[config.mk]
export PLATFORM = sky130hd
export DESIGN_NAME = bpv_alarm_irq
export DESIGN_NICKNAME = d
export VERILOG_FILES = /design/src/rtl/bpv_pkg.sv /design/src/rtl/bpv_state_trk.sv /design/src/rtl/bpv_reg_bank.sv /design/src/rtl/bpv_irq_gate.sv /design/src/rtl/bpv_alarm_irq.sv
export SDC_FILE = /design/constraint.sdc
export NUM_CORES = 1
export LEC_CHECK = 0
export ABC_AREA = 1
export CORE_MARGIN = 5
export CORE_UTILIZATION = 50
export CTS_CLUSTER_SIZE = 28
export DETAILED_ROUTE_END_ITERATION = 7
export PLACE_DENSITY = 0.88
export SLEW_MARGIN = 20
export SYNTH_ARGS = -nofsm -noshare
export SYNTH_HDL_FRONTEND = slang
export SYNTH_SLANG_ARGS = --single-unit
[constraint.sdc]
create_clock -name clk -period 2.5 [get_ports clk]
set_input_delay 0.5 -clock clk [delete_from_list [all_inputs] [get_ports clk]]
set_output_delay 0.5 -clock clk [all_outputs]
set_load 0.01 [all_outputs]
[src/rtl/bpv_pkg.sv]
package bpv_pkg;

    localparam int BPV_AW = 8;
    localparam int BPV_DW = 8;

    // register offsets (host side)
    localparam int OFS_BLK_EN  = 8'h01;
    localparam int OFS_STATUS  = 8'h02;
    localparam int OFS_SRC_EN  = 8'h03;
    localparam int OFS_CONTROL = 8'h04;

    // bit positions inside those registers
    localparam int BIT_BLK_EN = 1;
    localparam int BIT_SRC_EN = 3;
    localparam int BIT_STATUS = 3;
    localparam int BIT_RDCLR  = 0;

    typedef struct packed {
        logic seen;   // a valid violation arrived in the frame so far
        logic state;  // violation state of the last completed frame
    } trk_state_t;

    typedef struct packed {
        logic [BPV_DW-1:0] blk;
        logic [BPV_DW-1:0] src;
        logic              rdclr;
        logic              stat;
    } reg_state_t;

endpackage

[src/rtl/bpv_state_trk.sv]
module bpv_state_trk
    import bpv_pkg::*;
(
    input  logic clk,
    input  logic rst_n,
    input  logic bit_valid,
    input  logic bit_viol,
    input  logic frame_end,
    output logic chg_evt
);

    trk_state_t trk_d, trk_q;
    logic       seen_now;

    always_comb begin
        trk_d    = trk_q;
        seen_now = trk_q.seen | (bit_valid & bit_viol);
        chg_evt  = 1'b0;
        if (frame_end) begin
            chg_evt     = (seen_now != trk_q.state);
            trk_d.state = seen_now;
            trk_d.seen  = 1'b0;
        end else begin
            trk_d.seen  = seen_now;
        end
    end

    always_ff @(posedge clk) begin
        if (!rst_n) trk_q <= '0;
        else        trk_q <= trk_d;
    end

endmodule

[src/rtl/bpv_reg_bank.sv]
module bpv_reg_bank
    import bpv_pkg::*;
#(
    parameter int AW         = BPV_AW,
    parameter int BLK_OFS    = OFS_BLK_EN,
    parameter int STAT_OFS   = OFS_STATUS,
    parameter int SRC_OFS    = OFS_SRC_EN,
    parameter int CTL_OFS    = OFS_CONTROL,
    parameter int BLK_BIT    = BIT_BLK_EN,
    parameter int SRC_BIT    = BIT_SRC_EN,
    parameter int STAT_BIT   = BIT_STATUS,
    parameter int RDCLR_BIT  = BIT_RDCLR
) (
    input  logic              clk,
    input  logic              rst_n,
    input  logic [AW-1:0]     addr,
    input  logic [BPV_DW-1:0] wdata,
    input  logic              wr,
    input  logic              rd,
    input  logic              chg_evt,
    output logic [BPV_DW-1:0] rdata,
    output logic              blk_en,
    output logic              src_en,
    output logic              rdclr_mode,
    output logic              stat
);

    localparam int DW = BPV_DW;

    reg_state_t rg_d, rg_q;

    logic hit_blk, hit_stat, hit_src, hit_ctl;
    logic clr_by_rd, clr_by_wr;

    always_comb begin
        hit_blk  = (addr == AW'(BLK_OFS));
        hit_stat = (addr == AW'(STAT_OFS));
        hit_src  = (addr == AW'(SRC_OFS));
        hit_ctl  = (addr == AW'(CTL_OFS));

        clr_by_rd = rg_q.rdclr  & rd & hit_stat;
        clr_by_wr = ~rg_q.rdclr & wr & hit_stat & wdata[STAT_BIT];

        rg_d = rg_q;
        if (wr && hit_blk) rg_d.blk   = wdata;
        if (wr && hit_src) rg_d.src   = wdata;
        if (wr && hit_ctl) rg_d.rdclr = wdata[RDCLR_BIT];

        // a state change outranks any clear in the same cycle
        if (chg_evt)                      rg_d.stat = 1'b1;
        else if (clr_by_rd || clr_by_wr)  rg_d.stat = 1'b0;

        rdata = '0;
        if (hit_blk)       rdata = rg_q.blk;
        else if (hit_src)  rdata = rg_q.src;
        else if (hit_stat) rdata[STAT_BIT]  = rg_q.stat;
        else if (hit_ctl)  rdata[RDCLR_BIT] = rg_q.rdclr;
    end

    always_ff @(posedge clk) begin
        if (!rst_n) rg_q <= '0;
        else        rg_q <= rg_d;
    end

    assign blk_en     = rg_q.blk[BLK_BIT];
    assign src_en     = rg_q.src[SRC_BIT];
    assign rdclr_mode = rg_q.rdclr;
    assign stat       = rg_q.stat;

endmodule

[src/rtl/bpv_irq_gate.sv]
module bpv_irq_gate (
    input  logic stat,
    input  logic src_en,
    input  logic blk_en,
    output logic irq
);

    logic src_req;

    always_comb begin
        src_req = stat & src_en;   // per-source level
        irq     = src_req & blk_en; // group level
    end

endmodule

[src/rtl/bpv_alarm_irq.sv]
module bpv_alarm_irq
    import bpv_pkg::*;
(
    input  logic              clk,
    input  logic              rst_n,
    input  logic              bit_valid,
    input  logic              bit_viol,
    input  logic              frame_end,
    input  logic [BPV_AW-1:0] host_addr,
    input  logic [BPV_DW-1:0] host_wdata,
    input  logic              host_wr,
    input  logic              host_rd,
    output logic [BPV_DW-1:0] host_rdata,
    output logic              irq
);

    logic chg_evt;
    logic blk_en, src_en, rdclr_mode, stat;

    bpv_state_trk u_trk (
        .clk       (clk),
        .rst_n     (rst_n),
        .bit_valid (bit_valid),
        .bit_viol  (bit_viol),
        .frame_end (frame_end),
        .chg_evt   (chg_evt)
    );

    bpv_reg_bank u_regs (
        .clk        (clk),
        .rst_n      (rst_n),
        .addr       (host_addr),
        .wdata      (host_wdata),
        .wr         (host_wr),
        .rd         (host_rd),
        .chg_evt    (chg_evt),
        .rdata      (host_rdata),
        .blk_en     (blk_en),
        .src_en     (src_en),
        .rdclr_mode (rdclr_mode),
        .stat       (stat)
    );

    bpv_irq_gate u_gate (
        .stat   (stat),
        .src_en (src_en),
        .blk_en (blk_en),
        .irq    (irq)
    );

endmodule

==> results.ini <==
[placement]
io_buffers=31
place_congestion=0.772
place_hpwl_mm=1.92

[setup_path]
cp-start-kind=input port
crit_type=in2out
required_ns=2.00
cp-end-kind=output pin
crit_arrival_ns=1.90
path_max_fanout=16

[power]
clkPwrFrac_pct=32.3
combPwrFrac_pct=14.6
power.leakage_nw=0.740
power_switching_share_pct=24.9
p_total_w=0.000610
vdd_drop_max_uv=455
internal_power_w=0.000459
seqPwrFrac_pct=53.1
power_switching_w=0.000152
p_per_area_nw_per_um2=396

[finish]
area_growth_pct=36.8
utilization_pct=70.4
insertedDiodeCount=0
drive_gt1_share_pct=11.1
nets=240

[route]
vias=1187
routed_wl_mm=2.62
drt_iter0_markers=25
ant_nets=0
wl_per_cell_microns=10.7
drc=0
drt_pre_antenna_iters=4
drt-vias-per-instance=4.86

[global_routing]
grt_pass1_vias=1181
gr-total-overflow=0
antenna_found_initial=0
grt_pass1_wl_mm=4.78
grtUsageTotal_pct=18.1
grt_max_degree=21

[sta]
fmax_ghz=0.416
whs_ns=0.492
rsz0062_at_grt=false
tns_ns=0
hold_violations=0
period_minus_slack_ns=2.40
fin_crit_sh_pct=96.2
slew_headroom_pct=75.2
setup_viol=0
finClkSkew_ns=0.000392
drv_slew=0
tightest_slew_ns=0.371

[logic_synthesis]
synth_cell_types=15
ys_async_sr_fraction_pct=0
synth_top_cell_area_share_pct=35.5
yosysMostFrequentCell=nand2_1
yosysTopAreaCell=dfxtp_1
synth_common_cells=48 x nand2_1, 28 x nand3_1, 23 x nor2_1
syn_nets=200
synth_edf_count=0
syn-cell-area_sq_um=1130
netlist_instances=177
ys_top_cells_by_area=dfxtp_1 36%, nand2_1 16%, nand3_1 12%
yosys_warnings=0
avgSynthCellArea_sq_um=6.37
synth_flop_cell=dfxtp_1
ys_ff_latch=20
synth_seq_area_share_pct=35.5

[floorplan]
boundaryPins=32
die_w_microns=57.5
core.rowCount=17
placeableCoreArea_sq_um=2190
die_h_microns=57.5
die_area_sq_um=3300
start_util_pct=51.5

[run_status]
outcome=completed

[flow_run]
maxCapViolCount=0

[clock_tree]
ctsRootBufferMaster=clkbuf_4
cts_buffer_depth=2
cts.sink_count=20
path_clk_slew_ns=0.12
cts_buffers=3
h-tree-depth=1
cts_tree=done
postCtsSetupRepairBufs=0
clock_latency_ns=0.31
cts-hold-fix-buffers=0

[min_path]
hold_class=reg2reg

## timing repair
action                                  4_1_cts  5_1_grt
endpoints found under the setup margin        8        0
gates resized for setup                       8        0
hold endpoints to repair                      0        0
## final timing paths
check	from	endpoint	slack, ns	cells after the start
worst max register to register	u_regs.rdclr_mode$_SDFFE_PN0P_	u_regs.stat$_SDFFE_PN0P_	1.60	6
worst min-delay path	u_regs.stat$_SDFFE_PN0P_	u_regs.stat$_SDFFE_PN0P_	0.49	2
worst max-delay path	host_addr[0]	host_rdata[3]	0.1	9
worst min register to register	u_regs.stat$_SDFFE_PN0P_	u_regs.stat$_SDFFE_PN0P_	0.49	2
## sequential cells by signal (all words and copies together) (netlist names)
signal             cells
u_regs.blk_en          1
u_regs.rdclr_mode      1
u_regs.rg_q           14
u_regs.src_en          1
u_regs.stat            1
u_trk.trk_q            2
## critical path, cell delays in order
cell,delay (ns)
clkdlybuf4s50_1,0.50
inv_1,0.07
nor2_2,0.10
nand2_2,0.08
nor2_4,0.10
buf_12,0.14
nand2_1,0.06
nand3_1,0.07
dlygate4sd2_1,0.27
## kinds of logic after synthesis
family | synth area share [%]
AND/OR/NAND/NOR | 41.3
buffers and inverters | 14.3
flip-flops | 35.5
AO/OA/AOI/OAI | 8.88
## cell type report
class | count | area [sq um]
well taps | 28 | 35.0
inverters | 20 | 75.1
multi-input cells | 127 | 566
repair buffers | 45 | 430
fillers | 188 | 648
flip-flops and latches | 20 | 400
clock buffers | 4 | 36.3
## per-layer routing
metal	wire (microns)	track usage, %	vias up
met3	79	4.07	7
met2	1290	31.3	16
met5	0	0	-
li1	-	-	635
met1	1190	20.6	529
met4	58	8.94	0
## power groups by stage
stage / clock [W] / sequential, W / combinational [W]
global route: 0.000215 / 0.000325 / 0.0000983
CTS: 0.000199 / 0.000324 / 0.0000888
finish: 0.000197 / 0.000324 / 0.0000889
floorplan: 0 / 0.000331 / 0.0000432
global placement: 0 / 0.000331 / 0.0000853
detailed placement: 0 / 0.000332 / 0.0000882
## stage by stage
step	instances	worst slack, ns	area [sq um]
6_report	244	0.0956	1540
5_1_grt	244	0.0192	1540
2_1_floorplan	177	0.809	1130
4_1_cts	244	0.0971	1540
3_5_place_dp	240	-0.162	1520
3_3_place_gp	240	-0.115	1520
## placed cells by master (no fill, tap or decap), types with 3 or more instances in the layout
cell	instances
nand3_1	28
dlygate4sd2_1	8
buf_4	12
clkbuf_4	3
a21oi_1	19
dfxtp_1	20
nor2_1	23
nand2_1	48
inv_1	20
clkdlybuf4s50_1	23
No activity file was read; power rests on OpenSTA's default activity.
